File: src/rtl/fll_ctrl_pkg.sv
package fll_ctrl_pkg;
  typedef enum logic [1:0] {
    STG_IDLE   = 2'd0,
    STG_COARSE = 2'd1,
    STG_FINE   = 2'd2
  } stage_e;
endpackage

File: src/rtl/fll_quiet_count.sv
// Counts qualifying events without interruption; hit_o marks the event that
// completes the run of LIMIT. Saturates at LIMIT until cleared.
module fll_quiet_count #(
  parameter int LIMIT = 1024
) (
  input  logic clk,
  input  logic rst_n,
  input  logic clr_i,
  input  logic inc_i,
  output logic hit_o
);
  localparam int CW = $clog2(LIMIT + 1);

  logic [CW-1:0] cnt_q, cnt_d;
  logic          cnt_en;

  always_comb begin
    cnt_en = clr_i || (inc_i && (cnt_q != CW'(LIMIT)));
    if (clr_i) cnt_d = '0;
    else       cnt_d = cnt_q + CW'(1);
  end

  always_ff @(posedge clk or negedge rst_n) begin
    if (!rst_n)      cnt_q <= '0;
    else if (cnt_en) cnt_q <= cnt_d;
  end

  assign hit_o = inc_i && !clr_i && (cnt_q == CW'(LIMIT - 1));
endmodule

File: src/rtl/fll_loop_accum.sv
// Saturating integrator with shift-selected gain; emits the value with the
// DROP_W least significant bits removed.
module fll_loop_accum #(
  parameter int ACC_W      = 18,
  parameter int DROP_W     = 4,
  parameter int STEP_LOG2  = 11,
  parameter int FINE_SHIFT = 7
) (
  input  logic                    clk,
  input  logic                    rst_n,
  input  logic                    coarse_inc_i,
  input  logic                    fine_inc_i,
  input  logic                    fine_dec_i,
  output logic [ACC_W-DROP_W-1:0] trunc_o
);
  localparam logic [ACC_W-1:0] COARSE_STEP = ACC_W'(1) << STEP_LOG2;
  localparam logic [ACC_W-1:0] FINE_STEP   = COARSE_STEP >> FINE_SHIFT;
  localparam logic [ACC_W-1:0] ACC_MAX     = {ACC_W{1'b1}};

  logic [ACC_W-1:0] acc_q, acc_d, step_mag;
  logic [ACC_W:0]   sum_ext;
  logic             do_add, do_sub, acc_en;

  always_comb begin
    step_mag = coarse_inc_i ? COARSE_STEP : FINE_STEP;
    do_add   = coarse_inc_i || fine_inc_i;
    do_sub   = fine_dec_i && !coarse_inc_i;
    acc_en   = do_add || do_sub;
    sum_ext  = {1'b0, acc_q} + {1'b0, step_mag};
    if (do_add)                acc_d = sum_ext[ACC_W] ? ACC_MAX : sum_ext[ACC_W-1:0];
    else if (acc_q < step_mag) acc_d = '0;
    else                       acc_d = acc_q - step_mag;
  end

  always_ff @(posedge clk or negedge rst_n) begin
    if (!rst_n)      acc_q <= '0;
    else if (acc_en) acc_q <= acc_d;
  end

  assign trunc_o = acc_q[ACC_W-1:DROP_W];
endmodule

File: src/rtl/fll_dsm1.sv
// First-order modulator: integer part plus carry of the running fraction.
module fll_dsm1 #(
  parameter int IN_W  = 14,
  parameter int OUT_W = 7
) (
  input  logic             clk,
  input  logic             rst_n,
  input  logic [IN_W-1:0]  val_i,
  output logic [OUT_W-1:0] code_o
);
  localparam int FRAC_W = IN_W - OUT_W;

  logic [OUT_W-1:0] code_q, code_d;

  generate
    if (FRAC_W > 0) begin : g_mod
      logic [FRAC_W-1:0] res_q;
      logic [FRAC_W:0]   frac_sum;
      logic [OUT_W:0]    int_sum;

      always_comb begin
        frac_sum = {1'b0, res_q} + {1'b0, val_i[FRAC_W-1:0]};
        int_sum  = {1'b0, val_i[IN_W-1:FRAC_W]} + {{OUT_W{1'b0}}, frac_sum[FRAC_W]};
        code_d   = int_sum[OUT_W] ? {OUT_W{1'b1}} : int_sum[OUT_W-1:0];
      end

      always_ff @(posedge clk or negedge rst_n) begin
        if (!rst_n) res_q <= '0;
        else        res_q <= frac_sum[FRAC_W-1:0];
      end
    end else begin : g_pass
      always_comb code_d = val_i[OUT_W-1:0];
    end
  endgenerate

  always_ff @(posedge clk or negedge rst_n) begin
    if (!rst_n) code_q <= '0;
    else        code_q <= code_d;
  end

  assign code_o = code_q;
endmodule

File: src/rtl/fll_freq_ctrl.sv
module fll_freq_ctrl
  import fll_ctrl_pkg::*;
#(
  parameter int ACC_W      = 18,
  parameter int DROP_W     = 4,
  parameter int DAC_W      = 7,
  parameter int STEP_LOG2  = 11,
  parameter int FINE_SHIFT = 7,
  parameter int QUIET_LEN  = 1024
) (
  input  logic             clk,
  input  logic             rst_n,
  input  logic             data_rise,
  input  logic             coarse_up,
  input  logic             fine_up,
  input  logic             fine_dn,
  input  logic             ui_tick,
  output logic [DAC_W-1:0] dac_code,
  output logic [1:0]       stage,
  output logic             coarse_lock,
  output logic             fine_lock
);
  localparam int TRUNC_W = ACC_W - DROP_W;

  // reset: asserted asynchronously, released after two edges
  logic [1:0] rst_pipe_q;
  logic       rst_sn;

  always_ff @(posedge clk or negedge rst_n) begin
    if (!rst_n) rst_pipe_q <= '0;
    else        rst_pipe_q <= {rst_pipe_q[0], 1'b1};
  end
  assign rst_sn = rst_pipe_q[1];

  stage_e stage_q, stage_d;
  logic   coarse_mode, fine_mode;
  logic   coarse_step, coarse_quiet, coarse_hit;
  logic   fine_pulse, fine_hit;
  logic   fine_lock_q, fine_lock_en;
  logic [TRUNC_W-1:0] trunc_val;

  always_comb begin
    coarse_mode  = (stage_q == STG_COARSE);
    fine_mode    = (stage_q == STG_FINE);
    coarse_step  = coarse_mode && data_rise && coarse_up;
    coarse_quiet = coarse_mode && data_rise && !coarse_up;
    fine_pulse   = fine_up || fine_dn;
  end

  always_comb begin
    stage_d = stage_q;
    case (stage_q)
      STG_IDLE:   stage_d = STG_COARSE;
      STG_COARSE: if (coarse_hit) stage_d = STG_FINE;
      STG_FINE:   stage_d = STG_FINE;
      default:    stage_d = STG_IDLE;
    endcase
  end

  always_ff @(posedge clk or negedge rst_sn) begin
    if (!rst_sn) stage_q <= STG_IDLE;
    else         stage_q <= stage_d;
  end

  fll_quiet_count #(.LIMIT(QUIET_LEN)) u_coarse_quiet (
    .clk   (clk),
    .rst_n (rst_sn),
    .clr_i (!coarse_mode || coarse_step),
    .inc_i (coarse_quiet),
    .hit_o (coarse_hit)
  );

  fll_quiet_count #(.LIMIT(QUIET_LEN)) u_fine_quiet (
    .clk   (clk),
    .rst_n (rst_sn),
    .clr_i (!fine_mode || fine_pulse),
    .inc_i (fine_mode && ui_tick),
    .hit_o (fine_hit)
  );

  assign fine_lock_en = fine_hit;

  always_ff @(posedge clk or negedge rst_sn) begin
    if (!rst_sn)           fine_lock_q <= 1'b0;
    else if (fine_lock_en) fine_lock_q <= 1'b1;
  end

  fll_loop_accum #(
    .ACC_W      (ACC_W),
    .DROP_W     (DROP_W),
    .STEP_LOG2  (STEP_LOG2),
    .FINE_SHIFT (FINE_SHIFT)
  ) u_accum (
    .clk          (clk),
    .rst_n        (rst_sn),
    .coarse_inc_i (coarse_step),
    .fine_inc_i   (fine_mode && fine_up && !fine_dn),
    .fine_dec_i   (fine_mode && fine_dn && !fine_up),
    .trunc_o      (trunc_val)
  );

  fll_dsm1 #(.IN_W(TRUNC_W), .OUT_W(DAC_W)) u_dsm (
    .clk    (clk),
    .rst_n  (rst_sn),
    .val_i  (trunc_val),
    .code_o (dac_code)
  );

  assign stage       = stage_q;
  assign coarse_lock = fine_mode;
  assign fine_lock   = fine_lock_q;
endmodule

File: config.mk
export PLATFORM = sky130hd
export DESIGN_NAME = fll_freq_ctrl
export DESIGN_NICKNAME = d
export VERILOG_FILES = /design/src/rtl/fll_ctrl_pkg.sv /design/src/rtl/fll_quiet_count.sv /design/src/rtl/fll_loop_accum.sv /design/src/rtl/fll_dsm1.sv /design/src/rtl/fll_freq_ctrl.sv
export SDC_FILE = /design/constraint.sdc
export NUM_CORES = 1
export LEC_CHECK = 0
export ABC_AREA = 1
export BUFFER_PORTS_ARGS = -buffer_cell sky130_fd_sc_hd__buf_2
export CAP_MARGIN = 40
export CELL_PAD_IN_SITES_DETAIL_PLACEMENT = 1
export CELL_PAD_IN_SITES_GLOBAL_PLACEMENT = 1
export CORE_UTILIZATION = 40
export DETAILED_ROUTE_END_ITERATION = 6
export GPL_TIMING_DRIVEN = 0
export PLACE_DENSITY_LB_ADDON = 0.2
export SKIP_LAST_GASP = 1
export SLEW_MARGIN = 25
export SYNTH_ARGS = -nofsm -noshare
export SYNTH_HDL_FRONTEND = slang
export SYNTH_SLANG_ARGS = --single-unit
File: constraint.sdc
create_clock -name clk -period 2.1 [get_ports clk]
set_input_delay 0.21 -clock clk [delete_from_list [all_inputs] [get_ports clk]]
set_output_delay 0.21 -clock clk [all_outputs]
set_load 0.02 [all_outputs]
Yosys cells after proc, flatten, opt, wreduce, memory -nomap -nowiden
Index checks and enable logic that the tools add are counted.
{"block": "totals", "reg_bits": 59, "input_bits": 7, "output_inout_bits": 11, "elab_cells": 62}
{"block": "op_classes", "addsub": 6, "order_cmp": 1, "eq_ne": 7, "n_mux": 9, "n_reduce_logical": 31}
{"op": "two-way mux 18 bit", "count": 3}
{"op": "adder 11 x 1 -> 11 bit (second input constant)", "count": 2}
{"op": "equality test 11 x 10 -> 1 bit (second input constant)", "count": 2}
{"op": "two-way mux 11 bit", "count": 2}
{"op": "!= test 11 bit (second input constant)", "count": 2}
{"op": "adder 18 x 18 -> 19 bit", "count": 1}
{"op": "< comparator 18 bit", "count": 1}
{"op": "subtractor 18 bit", "count": 1}
{"op": "logical AND 1 bit", "count": 15}
{"op": "two-way mux 12 bit", "count": 1}
{"op": "adder 7 x 1 -> 8 bit", "count": 1}
{"op": "adder 7 x 7 -> 8 bit", "count": 1}
{"op": "logical NOT 1 bit", "count": 8}
{"op": "logical OR 1 bit", "count": 7}
{"op": "two-way mux 7 bit", "count": 1}
{"op": "case mux 2 bit (3 select lines)", "count": 1}
{"op": "equality test 2 x 1 -> 1 bit (second input constant)", "count": 1}
{"op": "equality test 2 bit (second input constant)", "count": 1}
{"op": "logical NOT 2 bit", "count": 1}
{"op": "two-way mux 2 bit", "count": 1}
{"op": "!= test 2 x 1 -> 1 bit (second input constant)", "count": 1}

Depth between registers and ports, before layout
{"block": "depth", "word_depth": 9, "ltp_mapped": 16, "depth_no_buf": 15}

Cells and area by module
A second synthesis with hierarchy kept.
{"block": "hier_totals", "hier_cells": 574, "hier_area_um2": 4002.6}
{"module": "fll_loop_accum", "instances": 1, "cells_per_inst": 244, "area_per_inst_um2": 1500.2, "seq_area_each_um2": 350.3}
{"module": "fll_quiet_count", "instances": 2, "cells_per_inst": 100, "area_per_inst_um2": 704.4, "seq_area_each_um2": 275.3}
{"module": "fll_dsm1", "instances": 1, "cells_per_inst": 97, "area_per_inst_um2": 824.5, "seq_area_each_um2": 350.3}
{"module": "fll_freq_ctrl", "instances": 1, "cells_per_inst": 33, "area_per_inst_um2": 269.0, "seq_area_each_um2": 125.1}

Least setup slack after synthesis
No wires, ideal clock.
{"block": "synth_timing", "path_kind": "register -> register", "from": "reg stage_q[1], in the netlist stage[1]", "to": "reg u_accum.acc_q[15]", "setup_time_ns": 0.120, "arrival_ns": 1.994, "t_required_ns": 1.980, "slack_ns": -0.015, "stages_incl_launch_ff": 15, "n_path_buf": 1, "period_less_slack_ns": 2.115, "cell_sequence": "dfrtp_1 > inv_1 > ha_1 > nand3_2 > ha_1 > buf_2 > inv_2 > nand2_1 > nor2_2 > nand3_1 > nand2_1 > nand2_1 > nand2_1 > o21ai_0 > nand2_1"}
{"block": "synth_via", "elab_chain_cells": 7, "elab_cells_between_ends": 19, "cone_classes": "add/sub: 2; order compare: 1; eq/ne: 2; mux: 4; reduce/logical: 10"}
{"item": "from (decl)", "line_no": "fll_freq_ctrl.sv:35", "rtl": "stage_e stage_q, stage_d;"}
{"item": "from (signal assigned)", "line_no": "fll_freq_ctrl.sv:62", "rtl": "else stage_q <= stage_d;"}
{"item": "equality test 2 x 1 -> 1 bit", "line_no": "fll_freq_ctrl.sv:43", "rtl": "coarse_mode = (stage_q == STG_COARSE);"}
{"item": "logical AND 1 bit (2 in a row)", "line_no": "fll_freq_ctrl.sv:45", "rtl": "coarse_step = coarse_mode && data_rise && coarse_up;"}
{"item": "two-way mux 12 bit", "line_no": "fll_loop_accum.sv:25", "rtl": "step_mag = coarse_inc_i ? COARSE_STEP : FINE_STEP;"}
{"item": "subtractor 18 bit (tied with other cells)", "line_no": "fll_loop_accum.sv:32", "rtl": "else acc_d = acc_q - step_mag;"}
{"item": "two-way mux 18 bit, on equally long branches", "line_no": "fll_loop_accum.sv:31, fll_loop_accum.sv:30"}
{"item": "two-way mux 18 bit", "line_no": "fll_loop_accum.sv:30", "rtl": "if (do_add) acc_d = sum_ext[ACC_W] ? ACC_MAX : sum_ext[ACC_W-1:0];"}
{"item": "to (signal assigned)", "line_no": "fll_loop_accum.sv:36", "rtl": "if (!rst_n) acc_q <= '0;"}
{"item": "to (signal assigned)", "line_no": "fll_loop_accum.sv:37", "rtl": "else if (acc_en) acc_q <= acc_d;"}
{"item": "to (decl)", "line_no": "fll_loop_accum.sv:20", "rtl": "logic [ACC_W-1:0] acc_q, acc_d, step_mag;"}
Several ways; a longest one is shown, not always the timed one.
A chain may end at the register's enable or synchronous reset.

Final worst setup path
{"block": "layout_timing", "from": "reg u_accum.acc_q[9]", "to": "reg u_dsm.code_q[4], in the netlist u_dsm.code_o[4]"}
{"block": "layout_via", "elab_chain_cells": 3}
{"item": "adder 7 x 7 -> 8 bit", "line_no": "fll_dsm1.sv:22", "rtl": "frac_sum = {1'b0, res_q} + {1'b0, val_i[FRAC_W-1:0]};"}
{"item": "adder 7 x 1 -> 8 bit", "line_no": "fll_dsm1.sv:23", "rtl": "int_sum = {1'b0, val_i[IN_W-1:FRAC_W]} + {{OUT_W{1'b0}}, frac_sum[FRAC_W]};"}
{"item": "two-way mux 7 bit", "line_no": "fll_dsm1.sv:24", "rtl": "code_d = int_sum[OUT_W] ? {OUT_W{1'b1}} : int_sum[OUT_W-1:0];"}
{"item": "named net u_dsm.code_d[4]", "line_no": "fll_dsm1.sv:13", "rtl": "logic [OUT_W-1:0] code_q, code_d;"}
{"item": "to (signal assigned)", "line_no": "fll_dsm1.sv:38", "rtl": "else code_q <= code_d;"}
{"item": "to (decl)", "line_no": "fll_dsm1.sv:13"}
The timed path passes the listed nets, and every way through them passes these cells.

==> impl_metrics.csv <==
group,metric,value,unit
cts,cts.sinks,55,
setup_path,path_depth,9,
power,total_power,0.00521,W
synthesis,ys_top_cells_by_area,"dfrtp_1, nand2_1, nand3_1",
global_route,grtUsageMet2,41.9,%
floorplanning,design.core.area,9240,sq um
global_route,grt_pass1_vias,3957,
placement,postPlaceCellArea,4100,sq um
synthesis,yosysWarnings,0,
sta,drv_slew,0,
route,wl_per_cell,16.5,microns
sta,finClkSkew,0.0156,ns
global_route,top_usage_layer,"met2",
cts,clk_latency,0.33,ns
sta,fin_crit,2.08,ns
synthesis,netlist-cell-type-count,32,
sta,period_share,99.1,%
placement,globalplace.congestion,0.829,
cells_and_area,layout-drive-gt1-share,21.8,%
sta,hold_viol,0,
cells_and_area,nFillCells,1167,
synthesis,ys_seq_area_share,36.0,%
synthesis,synth.net_count,572,
setup_path,slowest_delay,0.45,ns
sta,slew_headroom,60.5,%
placement,dp.cells,689,
setup_path,cp_slowest_cell,"dfrtp_2",
cts,clockBufferDepth,2,
power,leakage,2.23,nW
global_route,grtUsageMet3,2.58,%
route,vias_per_cell,5.35,
setup_path,worst_setup_path_end_kind,"flop",
setup_path,crit_path_start,"u_accum.acc_q[9]",
global_route,grt_usage,24.0,%
route,remaining_drc_errors,0,
sta,setup_viol,0,
setup_path,r2r_start,"u_accum.acc_q[9]",
setup_path,setup.worst_path.end,"u_dsm.code_o[4]",
global_route,grt_start_max_net_pins,28,
floorplanning,start_util,41.4,%
setup_path,critPathKind,"flop to flop",
synthesis,synth_most_common_cell,"nand2_1",
cts,cts-htree-levels,2,
cells_and_area,stdcell_count,716,
cells_and_area,synthToLayoutAreaGrowth,22.8,%
floorplanning,dieArea,9960,sq um
route,vias,3833,
sta,worstMarginPinSlew,0.590,ns
setup_path,cp_max_fo,4,
setup_path,cp_top_family,"adder cells",
synthesis,synth.avg_cell_area,7.06,sq um
setup_path,reg2reg_slack,0.02,ns
job,maxCapViolations,0,
min_path,hold_depth,3,
global_route,grt_use_met1,32.0,%
synthesis,synth_seq_cells,55,
synthesis,synth_top_area_cell,"dfrtp_1",
min_path,hold_path.class,"primary input to flop",
global_route,antenna_found_initial,0,
setup_path,worstPathRequired,2.31,ns
synthesis,synth.top_cell.area_share,36.0,%
synthesis,netlist_area,3830,sq um
route,firstDrtPassIters,4,
cts,cts_made_buffers,5,
placement,hpwl,8270,microns
setup_path,reg2reg_depth,9,
sta,rsz0062_at_grt,"true",
sta,fmax,0.481,GHz
synthesis,synth_edf_count,0,
route,initialDrtViolationCount,130,
placement,portBuffers,17,
cells_and_area,nets,616,
setup_path,path_cells,"ha_4, nand2_1, o211ai_1, ha_2, ha_4, inv_4, nor2_4, xor2_1, nand2_1",
setup_path,cp.arrival,2.29,ns
cts,cts_tree,"yes",
floorplanning,fp.dieW,99.8,microns
cts,root_buffer,"clkbuf_8",
cells_and_area,stdcell_area,4700,sq um
global_route,grt_pass1_wl,19100,microns
synthesis,syn_inst,542,
setup_path,r2r_end,"u_dsm.code_o[4]",
route,routed_wl,11800,microns
power,powerDensity,1110,nW/um^2
synthesis,synth-async-reset-ratio,100,%
cts,clk_pin_slew,0.12,ns
setup_path,start_kind,"flop",
route,ant_nets,0,
cells_and_area,diodes,0,
synthesis,synthTopCellsByCount,"nand2_1, nand3_1, inv_1",
floorplanning,ioPinCount,18,
floorplanning,fp.dieH,99.8,microns
power,peakVddDrop,0.580,mV
setup_path,cp_num_buf_inv,1,
floorplanning,placementRows,35,
global_route,gr-total-overflow,0,
synthesis,synth_flop_cell,"dfrtp_1",
outcome,status,"finished clean",
==> registers in the layout, indices dropped and copies added (netlist names) <==
signal and flops:
u_accum.acc_q 14, u_coarse_quiet.cnt_q 11, u_fine_quiet.cnt_q 11, u_dsm.code_o 7
u_dsm.g_mod.res_q 7, rst_pipe_q 2, stage 2, fine_lock 1
==> per-stage QoR <==
stage / setup WS, ns / TNS (ns) / hold slack, ns / utilization (%)
2_1_floorplan: 0.0102 / 0 / -0.0856 / -
3_3_place_gp: -0.508 / -22.26 / -0.00543 / 44.1
3_5_place_dp: -0.480 / -5.70 / 0.00307 / 44.3
4_1_cts: 0.000803 / 0 / 0.183 / 48.4
5_1_grt: -0.0487 / -0.325 / 0.193 / 50.8
6_report: 0.0194 / 0 / 0.185 / 50.8
==> worst min path at each step <==
stage               startpoint       endpoint  slack (ns)
global route             rst_n  rst_pipe_q[1]        0.19
CTS                      rst_n  rst_pipe_q[0]        0.18
detailed placement       rst_n  rst_pipe_q[0]       0.003
floorplan                rst_n  rst_pipe_q[0]       -0.09
global placement         rst_n  rst_pipe_q[1]      -0.005
finish                 ui_tick      fine_lock        0.18
==> worst reg2reg max path, cell delays in order (launching register included) <==
cell,delay (ns)
dfrtp_2,0.45
ha_4,0.29
nand2_1,0.07
o211ai_1,0.35
ha_2,0.30
ha_4,0.16
inv_4,0.04
nor2_4,0.10
xor2_1,0.15
nand2_1,0.06
==> placed cells by master, fill, tap and decap left out, types with 2 or more instances in the layout <==
cell type and n:
inv_2 8, xor2_1 13, ha_2 3, inv_4 3, a21oi_1 10, nor2_1 47
buf_4 21, o21ai_1 9, ha_1 6, nand3_1 60, o21ai_0 26, inv_1 59
nand4_1 24, buf_6 3, nand3_4 2, nand3_2 8, nor3_1 10, nand2_4 5
ha_4 13, o21ai_2 3, dfrtp_1 49, o21bai_1 2, nand2_2 12, nor2_4 5
xnor2_1 3, clkbuf_8 6, buf_2 20, nor2_2 2, nand2_1 135, dfrtp_2 5
==> repair_timing <==
item                       CTS  global route
setup endpoints to repair   17            21
hold buffers                 1             0
pin swaps                   11            15
setup buffers                9            10
hold endpoints to repair     2             0
gates resized for setup     38            45
==> report_power, final <==
group          internal, W  switching, W  leakage, nW
Clock             0.000271      0.000393       0.0474
Sequential         0.00134      0.000284        0.676
Combinational      0.00121       0.00171         1.51
==> metal layers <==
| layer | vias to the layer above | wire length, microns |
|---|---|---|
| met5 | - | 0 |
| met2 | 61 | 5970 |
| li1 | 1851 | - |
| met3 | 22 | 253 |
| met1 | 1899 | 5340 |
| met4 | 0 | 235 |
==> area by class of cell <==
class	instances	area (sq um)	share of cell area, %
Clock buffer	6	82.6	1.76
Tap cell	129	161	3.44
Clock inverter	2	16.3	0.346
Buffer	8	63.8	1.36
Multi-Input combinational cell	407	2450	52.3
Timing Repair Buffer	38	258	5.49
Sequential cell	55	1390	29.5
Inverter	71	274	5.83
==> cells by family (layout without fill, tap and decap cells) <==
family	count (synthesis)	after routing	synth area share, %
other	1	1	0.0980
xor gates and xnor gates	16	16	3.66
DFF	55	55	36.0
adders and majority gates	23	23	7.72
AOI/OAI and AO/OA	53	53	7.62
and+or+nand+nor	314	314	36.2
buffers and inverters	80	125	8.76
(Power assumes the default switching activity.)
